### src/rtl/lcd_col_latch.sv
module lcd_col_latch #(
  parameter int NOUT = 240
) (
  input  logic              clk,
  input  logic              rst_n,
  input  logic              dclk,
  input  logic              load,
  input  logic              wide,
  input  logic              dir,
  input  logic              alt,
  input  logic              disp_en,
  input  logic [7:0]        din,
  input  logic              chain_a_i,
  output logic              chain_a_o,
  input  logic              chain_b_i,
  output logic              chain_b_o,
  output logic [2*NOUT-1:0] drv
);
  localparam int N8 = NOUT / 8;
  localparam int N4 = NOUT / 4;
  localparam int CW = $clog2(N4 + 1);

  logic            dclk_q, ld_q, en_s, eo_q;
  logic [CW-1:0]   cnt;
  logic [NOUT-1:0] line_q, hold_q, line_nx;

  wire d_rise = dclk & ~dclk_q;
  wire d_fall = ~dclk & dclk_q;
  wire l_fall = ~load & ld_q;
  wire en_in  = dir ? chain_b_i : chain_a_i;
  wire [CW-1:0] lim = wide ? CW'(N8) : CW'(N4);
  wire full = (cnt >= lim);
  wire take = d_fall & ~en_s & ~full & ~l_fall;

  always_comb begin
    unique case ({wide, dir})
      2'b10:   line_nx = {din[0], din[1], din[2], din[3], din[4], din[5], din[6], din[7],
                          line_q[NOUT-1:8]};
      2'b11:   line_nx = {line_q[NOUT-9:0], din};
      2'b00:   line_nx = {din[0], din[1], din[2], din[3], line_q[NOUT-1:4]};
      default: line_nx = {line_q[NOUT-5:0], din[3:0]};
    endcase
  end

  always_ff @(posedge clk or negedge rst_n) begin
    if (!rst_n) begin
      dclk_q <= 1'b0;
      ld_q   <= 1'b0;
      en_s   <= 1'b1;
      eo_q   <= 1'b1;
      cnt    <= '0;
      line_q <= '0;
      hold_q <= '0;
    end else begin
      dclk_q <= dclk;
      ld_q   <= load;
      if (d_rise) en_s <= en_in;
      if (l_fall) begin
        cnt    <= '0;
        eo_q   <= 1'b1;
        hold_q <= line_q;
      end else if (take) begin
        line_q <= line_nx;
        cnt    <= cnt + 1'b1;
        if (cnt + 1'b1 == lim) eo_q <= 1'b0;
      end
    end
  end

  assign chain_a_o = dir ? eo_q : 1'b1;
  assign chain_b_o = dir ? 1'b1 : eo_q;

  for (genvar i = 0; i < NOUT; i++) begin : g_col
    assign drv[2*i+1:2*i] = disp_en ? {~alt, alt ^ hold_q[i]} : 2'b11;
  end

  p_cnt_max_r5: assert property (@(posedge clk) disable iff (!rst_n)
    cnt <= CW'(N4));
  p_full_freeze_r5: assert property (@(posedge clk) disable iff (!rst_n)
    (!eo_q && !l_fall) |=> $stable(line_q));
  p_disabled_ignored_r4: assert property (@(posedge clk) disable iff (!rst_n)
    (d_fall && en_s) |=> $stable(line_q));
  p_hold_on_load_r6: assert property (@(posedge clk) disable iff (!rst_n)
    !l_fall |=> $stable(hold_q));
  p_load_release_r6: assert property (@(posedge clk) disable iff (!rst_n)
    l_fall |=> (chain_a_o && chain_b_o));
  p_idle_pin_r7: assert property (@(posedge clk) disable iff (!rst_n)
    (dir ? chain_b_o : chain_a_o));
  p_dispoff_r9: assert property (@(posedge clk) disable iff (!rst_n)
    !disp_en |-> (&drv));
endmodule

### config.mk
export PLATFORM = sky130hd
export DESIGN_NAME = lcd_col_latch
export DESIGN_NICKNAME = d
export VERILOG_FILES = /design/src/rtl/lcd_col_latch.sv
export SDC_FILE = /design/constraint.sdc
export NUM_CORES = 1
export LEC_CHECK = 0
export ABC_CLOCK_PERIOD_IN_PS = 7200
export CELL_PAD_IN_SITES_DETAIL_PLACEMENT = 2
export CELL_PAD_IN_SITES_GLOBAL_PLACEMENT = 2
export CORE_UTILIZATION = 42
export DETAILED_ROUTE_END_ITERATION = 6
export DONT_BUFFER_PORTS = 1
export GPL_TIMING_DRIVEN = 0
export MAX_ROUTING_LAYER = met4
export PLACE_DENSITY_LB_ADDON = 0.2
export SLEW_MARGIN = 20
export SYNTH_ARGS = -nofsm -noshare
export SYNTH_HDL_FRONTEND = slang
export SYNTH_SLANG_ARGS = --single-unit
export TNS_END_PERCENT = 30
### constraint.sdc
create_clock -name clk -period 7.2 [get_ports clk]
set_input_delay 0.72 -clock clk [delete_from_list [all_inputs] [get_ports clk]]
set_output_delay 0.72 -clock clk [all_outputs]
set_load 0.02 [all_outputs]
==> flow_metrics.env, run 1 <==
export IMPL_drt_wl_total_um=89500
export IMPL_critPathCapture="drv[89]"
export IMPL_routedWlPerCell_um=24.1
export IMPL_die_area_um2=70300
export IMPL_detailed_place_hpwl_um=62800
export IMPL_clock_path_buffers=3
export IMPL_reg2reg_from="cnt[5]"
export IMPL_port_buffers=0
export IMPL_netlist_area_um2=29100
export IMPL_seqPwrFrac_pct=43.2
export IMPL_grt_pass1_wl_um=139000
export IMPL_final_antenna_net_count=0
export IMPL_p_per_area_nw_per_um2=242
export IMPL_final_max_slew_viol_count=274
export IMPL_critical_path_arrival_ps=3460
export IMPL_crit_path_end_kind="primary output"
export IMPL_power_mw=7.79
export IMPL_max_freq_mhz=239
export IMPL_dr_pass1_iters=5
export IMPL_reg2reg_slack_ps=4350
export IMPL_syn_area_per_cell_um2=10.9
export IMPL_cts_tree="yes"
export IMPL_combinationalPowerShare_pct=18.7
export IMPL_worstHoldPathType="primary input to async pin"
export IMPL_worstSetupStartpointType="primary input"
export IMPL_maxSlewHeadroom_pct=-41.3
export IMPL_synth_warning_count=0
export IMPL_cpPeakStageDelay_ps=580
export IMPL_clkSinkCount=490
export IMPL_syn_num_nets=2695
export IMPL_ctsResizeCount=0
export IMPL_num_vias=20400
export IMPL_clk_transition_reported_paths_ps=60
export IMPL_final_cell_area_um2=32200
export IMPL_grt_start_max_net_pins=491
export IMPL_ys_seq_area_share_pct=42.2
export IMPL_critPathKind="primary input to primary output"
export IMPL_crit_fanout=96
export IMPL_cap_violations=0
export IMPL_ys_ff_latch=490
export IMPL_rsz0062_at_grt="no"
export IMPL_violations="negative hold slack, max-slew violations"
export IMPL_grt_total_usage_pct=26.2
export IMPL_cts_max_level=2
export IMPL_die_width_um=265
export IMPL_grt_antenna_before_repair=1
export IMPL_holdWs_ps=-171
export IMPL_clock_skew_ps=23.1
export IMPL_cts_buffers=55
export IMPL_rows=96
export IMPL_sw_frac_of_total_pct=30.7
export IMPL_final_cell_mix="nand2_1 (968), dfrtp_1 (488), buf_4 (251), xnor2_1 (241), mux4_2 (232)"
export IMPL_switchingPower_mw=2.39
export IMPL_postCtsSetupRepairBufs=0
export IMPL_clk_latency_ps=610
export IMPL_final_common_cell="nand2_1"
export IMPL_tightest_slew_ps=2120
export IMPL_setup_viol=0
export IMPL_drc_errors=0
export IMPL_gp_congestion=0.812
export IMPL_die_y_um=265
export IMPL_syn2layout_area_growth_pct=10.7
export IMPL_p_leak_nw=15.1
export IMPL_synth_largest_area_cell="dfrtp_1"
export IMPL_r2r_end="line_q[28]"
export IMPL_peakVddDrop_mv=0.158
export IMPL_grt_overflow=0
export IMPL_placed_area_um2=30300
export IMPL_cts_root_buf="clkbuf_16"
export IMPL_worstSetupStartpoint="alt"
export IMPL_period_share_pct=58.1
export IMPL_synth_area_top_cells="dfrtp_1 (42%), mux4_2 (18%), nand2_1 (13%)"
export IMPL_synth_top_area_share_pct=42.0
export IMPL_power_share_clock_pct=38.1
export IMPL_worstRegToRegCells=7
export IMPL_outcome="finished with violations"
export IMPL_num_nets_final=2754
export IMPL_crit_chain="clkbuf_1 > clkbuf_2 > buf_1 > nand2_4 > buf_16 > buf_4"
export IMPL_crit_slowest_cell="buf_1"
export IMPL_p_int_mw=5.40
export IMPL_period_minus_slack_ps=4180
export IMPL_cp_data_required_time_ps=6480
export IMPL_syn_inst=2674
export IMPL_synth_distinct_cells=38
export IMPL_coreArea_um2=68600
export IMPL_grt_pass1_vias=22300
export IMPL_pin_count=500
export IMPL_drive_gt1_share_pct=25.3
export IMPL_drtIter0Drc=1362
export IMPL_via_per_inst=5.50
export IMPL_start_util_pct=42.4
export IMPL_finalHoldViolCount=79
[metal layers]
| layer | vias up | GRT usage (%) | part of all wire (%) |
|---|---|---|---|
| li1 | 8872 | - | - |
| met1 | 10800 | 32.3 | 41 |
| met2 | 569 | 44.4 | 51 |
| met3 | 112 | 4.74 | 5.3 |
| met4 | 0 | 7.11 | 2.3 |
| met5 | - | - | 0 |
[registers in the layout (all words and copies together), names as in the netlist]
register	count
eo_q	1
cnt	6
line_q	240
ld_q	1
dclk_q	1
hold_q	240
en_s	1
[worst max-delay path, delay by kind of cell]
| family | cells | cell delay [ps] |
|---|---|---|
| and+or+nand+nor | 1 | 500 |
| buffers and inverters | 5 | 2180 |
[logic make-up (layout without fill, tap and decap cells)]
kind of cell,after synthesis,in the layout,synth area share [%]
buffers and inverters,434,538,9.13
other,0,1,0
AO/OA/AOI/OAI,26,26,0.517
XOR/XNOR,241,241,7.26
flip-flops,490,490,42.2
AND/OR/NAND/NOR,999,999,13.2
adder cells (fa/ha/maj),3,3,0.129
multiplexers,481,481,27.6
[cell usage after synthesis]
cell / number
mux2_2: 107
o31ai_1: 2
mux2_1: 133
a31oi_1: 1
dfrtp_1: 488
buf_6: 9
o21ai_0: 8
buf_2: 13
clkbuf_1: 111
or4_1: 3
a32o_1: 1
nand3b_1: 2
ha_1: 3
nor3_4: 1
o41ai_1: 1
nand3_1: 1
nor4b_1: 1
nor3_1: 1
mux2i_1: 9
or2_2: 1
xnor2_1: 241
nor2_1: 5
dfstp_2: 2
inv_1: 2
nand2b_1: 5
or3_1: 2
or3b_2: 1
buf_1: 48
mux4_2: 232
buf_4: 251
nand4_1: 2
or4b_1: 1
and3_1: 3
nand2_1: 969
nor2b_1: 1
o2111ai_1: 1
a21oi_1: 11
o22ai_1: 1
[through the flow]
| step | TNS, ps | utilization (%) | instances | worst slack [ps] | hold slack [ps] |
|---|---|---|---|---|---|
| finish | 0 | 46.9 | 3710 | 3020 | -171 |
| global route | 0 | 46.9 | 3710 | 2810 | -199 |
| CTS | 0 | 46.9 | 3709 | 2950 | -191 |
| detailed placement | 0 | 44.2 | 3607 | 2960 | 457 |
| global placement | -196920 | 44.1 | 3605 | -839 | 460 |
| floorplan | 0 | - | 2674 | 646 | 424 |
[worst min path at each step]
stage | cells past startpoint | to
after floorplan | 0 | cnt[0]
after CTS | 0 | hold_q[172]
after global routing | 0 | hold_q[170]
after detailed placement | 0 | hold_q[181]
after global placement | 0 | hold_q[173]
final | 0 | hold_q[170]
[area by class of cell]
| cell class | instances | area (um^2) |
|---|---|---|
| Clock inverter | 13 | 215 |
| Sequential cell | 490 | 12300 |
| Tap cell | 931 | 1160 |
| Multi-Input combinational cell | 1750 | 14200 |
| Clock buffer | 89 | 1660 |
| Antenna cell | 1 | 2.50 |
| Timing Repair Buffer | 2 | 55.1 |
| Buffer | 432 | 2650 |
| Fill cell | 6994 | 36400 |
| Inverter | 2 | 7.51 |
[power groups by stage]
stage	clock, mW	sequential (mW)	combinational, mW
finish	2.97	3.37	1.45
global route	3.14	3.40	1.57
CTS	3.02	3.36	1.48
detailed placement	0	3.40	1.45
global placement	0	3.37	1.44
floorplan	0	3.23	1.24
Power figures use the tool's default switching activity.
==> inputs of run 2 (changes only) <==
- ABC_AREA: default -> 1
- ABC_CLOCK_PERIOD_IN_PS: 7200 -> 4300
- CORE_UTILIZATION: 42 -> 37
- clock period: 7.2 -> 4.3 ns (I/O delays scaled with it)
==> flow_metrics.env, run 2 <==
export IMPL_outcome="finished with violations"
export IMPL_violations="negative hold slack, max-slew violations"
export IMPL_reg_top3="hold_q (240), line_q (240), cnt (6)"
export IMPL_power_share_clock_pct=29.2
export IMPL_final_core_util_pct=41.9
export IMPL_crit_fanout=153
export IMPL_tightest_slew_ps=2820
export IMPL_reg2reg_from="cnt[5]"
export IMPL_rows=101
export IMPL_die_y_um=280
export IMPL_syn2layout_area_growth_pct=11.9
export IMPL_ys_seq_area_share_pct=43.0
export IMPL_clk_transition_reported_paths_ps=60
export IMPL_gp_congestion=0.820
export IMPL_ys_top_cells_by_count="nand2_1 (1,011), o21ai_0 (666), dfrtp_1 (488)"
export IMPL_p_leak_nw=13.9
export IMPL_grt_pass1_wl_um=171000
export IMPL_r2r_end="line_q[201]"
export IMPL_cts_hold_buf=4
export IMPL_num_fill_cells=8802
export IMPL_worstSetupStartpoint="disp_en"
export IMPL_synth_warning_count=0
export IMPL_crit_path_end_kind="primary output"
export IMPL_ys_flop_type="dfrtp_1"
export IMPL_grt_overflow=0
export IMPL_postCtsSetupRepairBufs=0
export IMPL_p_per_area_nw_per_um2=580
export IMPL_synth_distinct_cells=32
export IMPL_sw_frac_of_total_pct=40.1
export IMPL_drc_errors=0
export IMPL_cts_root_buf="clkbuf_16"
export IMPL_cts_buffers=56
export IMPL_critical_path_arrival_ps=3380
export IMPL_cap_violations=0
export IMPL_drt_wl_total_um=112000
export IMPL_combinationalPowerShare_pct=31.2
export IMPL_period_minus_slack_ps=3810
export IMPL_grt_pass1_vias=27400
export IMPL_clock_skew_ps=26.3
export IMPL_worstHoldPathType="primary input to async pin"
export IMPL_switchingPower_mw=7.42
export IMPL_syn_area_per_cell_um2=7.66
export IMPL_worstSetupStartpointType="primary input"
export IMPL_die_area_um2=78100
export IMPL_grt_start_max_net_pins=491
export IMPL_via_per_inst=5.34
export IMPL_netlist_area_um2=28500
export IMPL_port_buffers=0
export IMPL_reg2reg_slack_ps=1780
export IMPL_synth_largest_area_cell="dfrtp_1"
export IMPL_start_util_pct=37.5
export IMPL_syn_inst=3721
export IMPL_final_max_slew_viol_count=396
export IMPL_drtIter0Drc=1588
export IMPL_coreArea_um2=76100
export IMPL_num_vias=26000
export IMPL_holdWs_ps=-466
export IMPL_cp_data_required_time_ps=3870
export IMPL_die_width_um=280
export IMPL_grt_antenna_before_repair=0
export IMPL_setup_viol=0
export IMPL_async_flop_share_pct=100
export IMPL_pin_count=500
export IMPL_max_freq_mhz=262
export IMPL_yosysMostFrequentCell="nand2_1"
export IMPL_finalHoldViolCount=142
export IMPL_routedWlPerCell_um=23.0
export IMPL_cts_max_level=2
export IMPL_maxSlewHeadroom_pct=-87.7
export IMPL_synth_edff_count=0
export IMPL_drive_gt1_share_pct=12.3
export IMPL_dr_pass1_iters=5
export IMPL_p_int_mw=11.1
export IMPL_clkSinkCount=490
export IMPL_final_antenna_net_count=0
export IMPL_cts_tree="yes"
export IMPL_num_nets_final=3805
export IMPL_critPathKind="primary input to primary output"
export IMPL_final_cell_mix="nand2_1 (1,010), o21ai_0 (666), dfrtp_1 (488), inv_1 (254), nor2_1 (251)"
export IMPL_synth_area_top_cells="dfrtp_1 (43%), nand2_1 (13%), o21ai_0 (12%)"
export IMPL_synth_top_area_share_pct=42.9
export IMPL_clk_latency_ps=630
export IMPL_ys_ff_latch=490
export IMPL_rsz0062_at_grt="no"
export IMPL_grt_total_usage_pct=28.9
export IMPL_period_share_pct=88.7
export IMPL_clock_path_buffers=3
export IMPL_peakVddDrop_mv=0.320
export IMPL_detailed_place_hpwl_um=78900
export IMPL_ctsResizeCount=0
export IMPL_final_common_cell="nand2_1"
export IMPL_seqPwrFrac_pct=39.7
export IMPL_syn_num_nets=3742
export IMPL_worstRegToRegCells=8
## run 2: critical path, cell delays in order
cell and delay (ps):
clkbuf_1 350, clkbuf_1 780, clkbuf_1 500, nand2_8 410
buf_16 420, buf_4 270
## run 2: logic make-up (layout without fill, tap and decap cells)
family                   after synthesis  count (layout)  synth area share, %
flip-flops                           490             490                 43.0
AND/OR/NAND/NOR                     1280            1280                 17.0
other                                  0               1                    0
adder cells (fa/ha/maj)                3               3                0.132
AO/OA/AOI/OAI                        946             946                 18.7
buffers and inverters                762             869                 13.8
XOR/XNOR                             240             240                 7.38
## run 2: worst max-delay path by stage
stage,depth (start not counted),slack [ps],endpoint
finish,6,490,drv[347]
global route,6,260,drv[347]
CTS,6,420,drv[347]
detailed placement,6,450,drv[347]
global placement,5,-1330,drv[149]
floorplan,5,260,drv[101]
## run 2: power by group through the flow
| stage | sequential (mW) | clock [mW] | combinational, mW |
|---|---|---|---|
| final | 7.33 | 5.40 | 5.76 |
| after global routing | 7.50 | 5.64 | 6.32 |
| after CTS | 7.32 | 5.47 | 5.80 |
| after detailed placement | 7.38 | 0 | 5.71 |
| after global placement | 7.31 | 0 | 5.57 |
| after floorplan | 6.94 | 0 | 4.13 |
## run 2: routing by layer
metal  global-route usage [%]  routed length (um)
met5                        -                   0
met2                     47.6               53800
met1                     39.0               51800
met4                     4.74                1440
met3                     2.81                4500
## run 2: area by class of cell
type                            count  area (um^2)  area share (%)
Multi-Input combinational cell   2469        12300            38.6
Inverter                          260          976            3.06
Antenna cell                        1         2.50         0.00785
Clock inverter                     30          460            1.44
Timing Repair Buffer                5         67.6           0.212
Buffer                            502         2960            9.29
Tap cell                         1030         1290            4.04
Sequential cell                   490        12300            38.5
Clock buffer                       72         1560            4.90
## run 2: through the flow
| step | total power, mW | std cells | cell area [um^2] | setup WS, ps | setup TNS, ps |
|---|---|---|---|---|---|
| floorplan | 11.1 | 3721 | 28500 | 263 | 0 |
| CTS | 18.6 | 4858 | 31900 | 424 | 0 |
| global placement | 12.9 | 4751 | 29800 | -1330 | -307510 |
| global route | 19.5 | 4858 | 31900 | 255 | 0 |
| finish | 18.5 | 4859 | 31900 | 487 | 0 |
| detailed placement | 13.1 | 4752 | 29800 | 447 | 0 |
